`config.mk`:
```
export PLATFORM = sky130hd
export DESIGN_NAME = fpk_single_packer
export DESIGN_NICKNAME = d
export VERILOG_FILES = /design/src/rtl/fpk_pkg.sv /design/src/rtl/fpk_rshift_sticky.sv /design/src/rtl/fpk_rounder.sv /design/src/rtl/fpk_ovf_policy.sv /design/src/rtl/fpk_single_packer.sv
export SDC_FILE = /design/constraint.sdc
export NUM_CORES = 1
export LEC_CHECK = 0
export BUFFER_PORTS_ARGS = -buffer_cell sky130_fd_sc_hd__buf_4
export CAP_MARGIN = 20
export CORE_MARGIN = 2
export CORE_UTILIZATION = 41
export CTS_CLUSTER_DIAMETER = 80
export DETAILED_ROUTE_END_ITERATION = 10
export GPL_TIMING_DRIVEN = 0
export SETUP_SLACK_MARGIN = 0.3
export SYNTH_ARGS = -nofsm -noshare
export SYNTH_HDL_FRONTEND = slang
export SYNTH_SLANG_ARGS = --single-unit
```
`constraint.sdc`:
```
create_clock -name clk -period 0.85 [get_ports clk]
set_input_delay 0.17 -clock clk [delete_from_list [all_inputs] [get_ports clk]]
set_output_delay 0.17 -clock clk [all_outputs]
set_load 0.01 [all_outputs]
```
`src/rtl/fpk_pkg.sv`:
```
package fpk_pkg;

   typedef enum logic [1:0] {
      FCLS_ZERO = 2'd0,
      FCLS_NUM  = 2'd1,
      FCLS_INF  = 2'd2,
      FCLS_NAN  = 2'd3
   } fcls_e;

   typedef enum logic [1:0] {
      RMD_NEAR_EVEN = 2'd0,
      RMD_TO_ZERO   = 2'd1,
      RMD_UP        = 2'd2,
      RMD_DOWN      = 2'd3
   } rmode_e;

   // single-precision geometry
   localparam int SGL_FRAC_W  = 23;
   localparam int SGL_EXP_W   = 8;
   localparam int SGL_KEEP_W  = SGL_FRAC_W + 1;
   localparam int SGL_BIAS    = 127;
   localparam int SGL_EXP_TOP = (1 << SGL_EXP_W) - 1;
   localparam int SGL_WORD_W  = 1 + SGL_EXP_W + SGL_FRAC_W;

endpackage

```
`src/rtl/fpk_rshift_sticky.sv`:
```
// Logarithmic right shifter that folds every bit pushed off the low end
// into a single lost-bits indication.
module fpk_rshift_sticky #(
   parameter int W    = 32,
   parameter int SH_W = $clog2(W + 1)
) (
   input  logic [W-1:0]    din,
   input  logic [SH_W-1:0] sh,
   output logic [W-1:0]    dout,
   output logic            lost
);

   if (W < 2) begin : g_bad_w
      $error("fpk_rshift_sticky: W must be at least 2");
   end

   logic [W-1:0] stage_d [SH_W+1];
   logic         stage_l [SH_W+1];

   assign stage_d[0] = din;
   assign stage_l[0] = 1'b0;

   for (genvar i = 0; i < SH_W; i++) begin : g_stage
      localparam int AMT = 1 << i;
      if (AMT >= W) begin : g_flush
         assign stage_d[i+1] = sh[i] ? '0 : stage_d[i];
         assign stage_l[i+1] = stage_l[i] | (sh[i] & (|stage_d[i]));
      end else begin : g_part
         assign stage_d[i+1] = sh[i] ? (stage_d[i] >> AMT) : stage_d[i];
         assign stage_l[i+1] = stage_l[i] | (sh[i] & (|stage_d[i][AMT-1:0]));
      end
   end

   assign dout = stage_d[SH_W];
   assign lost = stage_l[SH_W];

endmodule

```
`src/rtl/fpk_rounder.sv`:
```
// Rounds a kept field given guard, round and sticky, in one of four modes.
module fpk_rounder
   import fpk_pkg::*;
#(
   parameter int KW = SGL_KEEP_W
) (
   input  logic [KW-1:0] keep,
   input  logic          guard_b,
   input  logic          round_b,
   input  logic          sticky_b,
   input  logic          sign,
   input  logic [1:0]    mode,
   output logic [KW:0]   sum,
   output logic          inexact
);

   logic loss;
   logic bump;

   assign loss = guard_b | round_b | sticky_b;

   always_comb begin
      case (rmode_e'(mode))
         RMD_NEAR_EVEN: bump = guard_b & (round_b | sticky_b | keep[0]);
         RMD_TO_ZERO:   bump = 1'b0;
         RMD_UP:        bump = ~sign & loss;
         default:       bump = sign & loss;
      endcase
   end

   assign sum     = {1'b0, keep} + {{KW{1'b0}}, bump};
   assign inexact = loss;

endmodule

```
`src/rtl/fpk_ovf_policy.sv`:
```
// Chooses the overflow result: infinity or the largest finite magnitude.
module fpk_ovf_policy
   import fpk_pkg::*;
(
   input  logic                  sign,
   input  logic [1:0]            mode,
   output logic                  to_inf,
   output logic [SGL_WORD_W-1:0] word
);

   always_comb begin
      case (rmode_e'(mode))
         RMD_NEAR_EVEN: to_inf = 1'b1;
         RMD_TO_ZERO:   to_inf = 1'b0;
         RMD_UP:        to_inf = ~sign;
         default:       to_inf = sign;
      endcase
   end

   localparam logic [SGL_EXP_W-1:0] EXP_ALL = SGL_EXP_W'(SGL_EXP_TOP);
   localparam logic [SGL_EXP_W-1:0] EXP_MAX = SGL_EXP_W'(SGL_EXP_TOP - 1);

   assign word = to_inf ? {sign, EXP_ALL, {SGL_FRAC_W{1'b0}}}
                        : {sign, EXP_MAX, {SGL_FRAC_W{1'b1}}};

endmodule

```
`src/rtl/fpk_single_packer.sv`:
```
// Packs an unpacked float into a single-precision word, one result per
// accepted input, registered.
module fpk_single_packer
   import fpk_pkg::*;
#(
   parameter int EXP_W  = 10,
   parameter int MANT_W = 32
) (
   input  logic              clk,
   input  logic              rst_n,
   input  logic              in_valid,
   input  logic [1:0]        in_cls,
   input  logic              in_sign,
   input  logic [EXP_W-1:0]  in_exp,
   input  logic [MANT_W-1:0] in_mant,
   input  logic              in_sticky,
   input  logic [1:0]        rnd_mode,
   input  logic              unf_enable,
   input  logic              flag_clr,
   output logic              out_valid,
   output logic [31:0]       out_word,
   output logic              out_inexact,
   output logic              ovf_flag,
   output logic              unf_flag
);

   localparam int BE_W   = EXP_W + 2;
   localparam int SH_W   = $clog2(MANT_W + 1);
   localparam int LOW_W  = MANT_W - SGL_KEEP_W - 2;
   localparam int GRD_AT = MANT_W - SGL_KEEP_W - 1;

   if (MANT_W < SGL_KEEP_W + 2) begin : g_bad_mant
      $error("fpk_single_packer: MANT_W must hold 24 kept bits plus guard and round");
   end
   if (EXP_W < SGL_EXP_W + 1) begin : g_bad_exp
      $error("fpk_single_packer: EXP_W must cover the single exponent range");
   end
   if (MANT_W >= (1 << EXP_W)) begin : g_bad_ratio
      $error("fpk_single_packer: MANT_W too large for the shift saturation compare");
   end

   // biased exponent and subnormal detection
   logic signed [BE_W-1:0] bexp;
   logic signed [BE_W-1:0] dfull;
   logic                   is_sub;
   logic [SH_W-1:0]        sh;

   assign bexp   = $signed({{2{in_exp[EXP_W-1]}}, in_exp}) + $signed(BE_W'(SGL_BIAS));
   assign is_sub = bexp[BE_W-1] | (bexp == '0);
   assign dfull  = $signed(BE_W'(1)) - bexp;

   always_comb begin
      if (!is_sub)
         sh = '0;
      else if (dfull > $signed(BE_W'(MANT_W)))
         sh = SH_W'(MANT_W);
      else
         sh = dfull[SH_W-1:0];
   end

   // denormalizing shift
   logic [MANT_W-1:0] shifted;
   logic              shift_lost;

   fpk_rshift_sticky #(
      .W    (MANT_W),
      .SH_W (SH_W)
   ) u_shift (
      .din  (in_mant),
      .sh   (sh),
      .dout (shifted),
      .lost (shift_lost)
   );

   // split into kept field, guard, round and sticky
   logic [SGL_KEEP_W-1:0] keep;
   logic                  grd;
   logic                  rnd;
   logic                  low_or;
   logic                  stk;

   assign keep = shifted[MANT_W-1 -: SGL_KEEP_W];
   assign grd  = shifted[GRD_AT];
   assign rnd  = shifted[GRD_AT-1];

   if (LOW_W > 0) begin : g_low
      assign low_or = |shifted[LOW_W-1:0];
   end else begin : g_nolow
      assign low_or = 1'b0;
   end

   assign stk = low_or | shift_lost | in_sticky;

   // rounding
   logic [SGL_KEEP_W:0] sum;
   logic                rnd_inx;

   fpk_rounder #(
      .KW (SGL_KEEP_W)
   ) u_round (
      .keep     (keep),
      .guard_b  (grd),
      .round_b  (rnd),
      .sticky_b (stk),
      .sign     (in_sign),
      .mode     (rnd_mode),
      .sum      (sum),
      .inexact  (rnd_inx)
   );

   // overflow choice
   logic                  ovf_to_inf;
   logic [SGL_WORD_W-1:0] ovf_word;

   fpk_ovf_policy u_ovf (
      .sign   (in_sign),
      .mode   (rnd_mode),
      .to_inf (ovf_to_inf),
      .word   (ovf_word)
   );

   // exponent after a possible carry on the normal path
   logic signed [BE_W-1:0] exp_after;
   logic                   nrm_ovf;

   assign exp_after = bexp + $signed({{(BE_W-1){1'b0}}, sum[SGL_KEEP_W]});
   assign nrm_ovf   = exp_after >= $signed(BE_W'(SGL_EXP_TOP));

   localparam logic [SGL_EXP_W-1:0] EXP_ALL = SGL_EXP_W'(SGL_EXP_TOP);

   // result assembly
   logic [SGL_WORD_W-1:0] nxt_word;
   logic                  nxt_inx;
   logic                  nxt_ovf;
   logic                  nxt_unf;
   logic [SGL_FRAC_W-1:0] nan_frac;

   assign nan_frac = {1'b1, in_mant[MANT_W-3 -: SGL_FRAC_W-1]};

   always_comb begin
      nxt_word = '0;
      nxt_inx  = 1'b0;
      nxt_ovf  = 1'b0;
      nxt_unf  = 1'b0;
      case (fcls_e'(in_cls))
         FCLS_ZERO: begin
            nxt_word = {in_sign, {(SGL_WORD_W-1){1'b0}}};
         end
         FCLS_INF: begin
            nxt_word = {in_sign, EXP_ALL, {SGL_FRAC_W{1'b0}}};
         end
         FCLS_NAN: begin
            nxt_word = {in_sign, EXP_ALL, nan_frac};
         end
         default: begin
            nxt_inx = rnd_inx;
            if (is_sub) begin
               if (sum[SGL_KEEP_W-1]) begin
                  nxt_word = {in_sign, SGL_EXP_W'(1), {SGL_FRAC_W{1'b0}}};
               end else begin
                  nxt_word = {in_sign, {SGL_EXP_W{1'b0}}, sum[SGL_FRAC_W-1:0]};
                  nxt_unf  = rnd_inx | unf_enable;
               end
            end else if (nrm_ovf) begin
               nxt_word = ovf_word;
               nxt_inx  = 1'b1;
               nxt_ovf  = ovf_to_inf;
            end else begin
               nxt_word = {in_sign, exp_after[SGL_EXP_W-1:0], sum[SGL_FRAC_W-1:0]};
            end
         end
      endcase
   end

   // registered outputs
   always_ff @(posedge clk or negedge rst_n) begin
      if (!rst_n) begin
         out_valid   <= 1'b0;
         out_word    <= '0;
         out_inexact <= 1'b0;
         ovf_flag    <= 1'b0;
         unf_flag    <= 1'b0;
      end else begin
         out_valid <= in_valid;
         if (in_valid) begin
            out_word    <= nxt_word;
            out_inexact <= nxt_inx;
         end
         ovf_flag <= (ovf_flag & ~flag_clr) | (in_valid & nxt_ovf);
         unf_flag <= (unf_flag & ~flag_clr) | (in_valid & nxt_unf);
      end
   end

endmodule

```
==> summary.md <==
| Metric | Value |
|---|---|
| Final hold violation count | `36` |
| Avg Inst Size Synth | `7.40 µm²` |
| Crit path required time | `1.01 ns` |
| Net switching fraction of the power | `41.1%` |
| Top_reg_cell synth | `dfrtp_1` |
| Initial Util | `42.2%` |
| Most frequent cell after synthesis | `a21oi_1` |
| XOR/XNOR Fraction of Synth Area | `4.45%` |
| R2R cell count | `3` |
| CTS clk-pin slew, worst paths | `0.06 ns` |
| Diode count | `0` |
| Sequential share of power | `24.3%` |
| Grt met1 use | `52.5%` |
| Final ANT Viol Nets | `0` |
| CP endpoint kind | `flip-flop` |
| Mapped Area | `5900 µm²` |
| Synth warnings | `0` |
| Clock sinks | `36` |
| Total grt overflow | `0` |
| Worst endpoint data arrival time | `8.60 ns` |
| Die area | `15400 µm²` |
| Post-DP HPWL | `23.1 mm` |
| Crit path max-delay cell type | `a311o_2` |
| Pin count of the biggest net entering global routing | `37` |
| Fraction of the mapped netlist area in compound gates | `44.2%` |
| Layout cells sized above 1 | `44.9%` |
| Critical path's largest stage delay | `0.53 ns` |
| Distinct cells, synth | `102` |
| First-pass GRT wire length | `48.8 mm` |
| Area Growth Syn to Fin | `61.5%` |
| Max_cap viols | `0` |
| Post-DP Area | `7070 µm²` |
| Vias per cell | `7.50` |
| Met3 usage | `10.3%` |
| Via count | `8758` |
| CP startpoint kind | `input port` |
| Clk Latency, worst-skew pair | `0.27 ns` |
| Power per cell area | `884 nW/µm²` |
| Clk buf depth | `2` |
| Total track usage | `42.3%` |
| Failing checks | `negative hold slack, negative setup slack` |
| Fin nets | `1050` |
| F_max | `0.118 GHz` |
| Flop2flop setup slack | `-0.13 ns` |
| Top cells by area, synth | `dfrtp_1, a21oi_1, a2111oi_0, nand2_1, nand3_1` |
| Combinational Power Share | `52.8%` |
| H-tree Lvls | `2` |
| Dpl ws | `-9.18 ns` |
| RSZ-0062 raised after global routing | `yes` |
| Psw | `0.00347 W` |
| Post-Synth Simple-Gate Area | `26.5%` |
| Max FO, Critical Path | `7` |
| # IOs | `89` |
| Fin area | `9530 µm²` |
| Final setup fails | `70` |
| Clock root buffer | `clkbuf_16` |
| Slew Viols, Final | `0` |
| Worst R2R Start | `out_word[11]` |
| Total CTS buffers | `5` |
| Worst r2r dst | `out_word[11]` |
| Seq cells post-synth | `36` |
| Avg WL per Cell | `29.5 µm` |
| Overall power | `0.00843 W` |
| Met2 Usage GRT | `65.3%` |
| Post-synth top cells | `a21oi_1, nand2_1, nor2_1, nand3_1, clkbuf_1` |
| Chip height | `124 µm` |
| Routability cong. | `1.03` |
| Total Wirelength | `34.4 mm` |
| Post-layout min period | `8.44 ns` |
| Type of the worst setup path | `input port to flip-flop` |
| Peak supply drop | `0.756 mV` |
| Tcrit/Tclk final | `993%` |
| Internal power | `0.00496 W` |
| Pin slew with the least headroom to its limit | `0.956 ns` |
| Leak | `3.67 nW` |
| Clock power share | `22.9%` |
| Syn_nets | `860` |
| Core Region | `14000 µm²` |
| Worst min path class | `input port to async pin` |
| Post-Synth Adder-Cell Area | `1.91%` |
| Number of flops mapped to enable cells by yosys | `0` |
| Final Skew | `0 ns` |
| Busiest grt layer | `met2` |
| DRT iter0 DRCs | `1122` |
| Multiplexer share of the synthesized area | `1.57%` |
| Width of the die | `124 µm` |
| Post-layout util | `68.2%` |
| DRT Pass-1 Iters | `7` |
| # port buffers | `83` |
| Initial antenna violation count | `0` |
| Largest area contributor in the netlist | `dfrtp_1` |
| Remaining DRCs | `0` |
| CTS tree | `yes` |
| Main combinational cell family by area after synthesis | `compound AO/OA/AOI/OAI gates` |
| Num rows | `43` |
| Post-synthesis cell count | `798` |
| Outcome | `finished, violations left` |
| Slew headroom | `36.3%` |
| Final WS setup | `-7.59 ns` |
| Number of global-route vias before repair | `8139` |
| Sequential area share after synthesis | `15.3%` |
| Top cell type's share of synthesized area | `15.3%` |
| WHS | `-0.149 ns` |
| Ys async rst share | `100%` |
## cells by family (layout without fill, tap and decap cells)
family,count (synthesis),in the layout
flops,36,36
fa+ha+maj,9,9
simple gates,295,295
mux,9,9
buf+inv,79,269
compound gates,340,340
xor+xnor,30,30
## worst max-delay path by stage
stage / startpoint / to / slack (ns)
floorplan: in_exp[0] / out_word[14] / -6.68
global placement: in_exp[0] / out_word[8] / -9.08
detailed placement: in_exp[0] / out_word[7] / -9.18
CTS: in_exp[0] / out_word[9] / -7.29
global route: in_exp[0] / out_word[9] / -8.04
finish: in_exp[0] / out_word[9] / -7.59
## cell type report
class                      count  area (µm²)
multi-input combinational    683        6120
clock buffer                   7         153
sequential                    36         901
buffer                        61         497
inverter                      18        80.1
tap                          180         225
timing repair buffer         183        1560
fill                        1042        4450
## layer usage
layer	wire, µm	up-vias
li1	-	3584
met4	2980	0
met5	0	-
met2	14700	786
met1	12700	4159
met3	3990	229
## timing repair
| action | CTS | global route |
|---|---|---|
| pin swaps | 65 | 37 |
| gates cloned | 3 | 0 |
| resized for setup | 235 | 77 |
| hold endpoints to repair | 36 | 36 |
| setup endpoints to repair | 71 | 71 |
| setup buffers | 77 | 20 |
## state kept, by name, summed over array words and instances, names as in the netlist
name         flops
out_word        32
out_inexact      1
out_valid        1
ovf_flag         1
unf_flag         1
## through the flow
stage,instances,TNS [ns]
after global routing,1168,-270.45
after global placement,1061,-295.98
after floorplan,798,-217.37
final,1168,-254.72
after CTS,1148,-243.00
after detailed placement,1061,-299.21
## power groups by stage
stage / registers [W] / clock network, W / logic [W]
finish: 0.00205 / 0.00193 / 0.00445
global route: 0.00206 / 0.00199 / 0.00462
CTS: 0.00203 / 0.00188 / 0.00397
detailed placement: 0.00203 / 0 / 0.00311
global placement: 0.00202 / 0 / 0.00307
floorplan: 0.00209 / 0 / 0.00173
## cells in the final DEF, fill, tap and decap left out, types with 9 or more instances in the layout
cell type,n
a2111oi_2,10
a2111oi_4,17
a211o_1,10
a211oi_1,12
a211oi_2,14
a21oi_1,44
a21oi_2,23
a21oi_4,11
a221o_1,16
and2_1,15
buf_4,140
buf_6,53
clkbuf_1,16
dfrtp_1,36
inv_1,16
nand2_1,66
nand3_1,43
nand4_1,10
nor2_1,47
nor3_1,18
o211ai_1,10
o21ai_0,22
o31ai_1,9
xnor2_1,21
## worst max-delay path: cells and delay by family
kind / cells / cell delay (ns)
adder cells (fa/ha/maj): 4 / 0.84
buffers and inverters: 6 / 0.91
AND/OR/NAND/NOR: 13 / 3.03
XOR/XNOR: 2 / 0.48
AO/OA/AOI/OAI: 15 / 3.14
No activity file was read; power rests on OpenSTA's default activity.
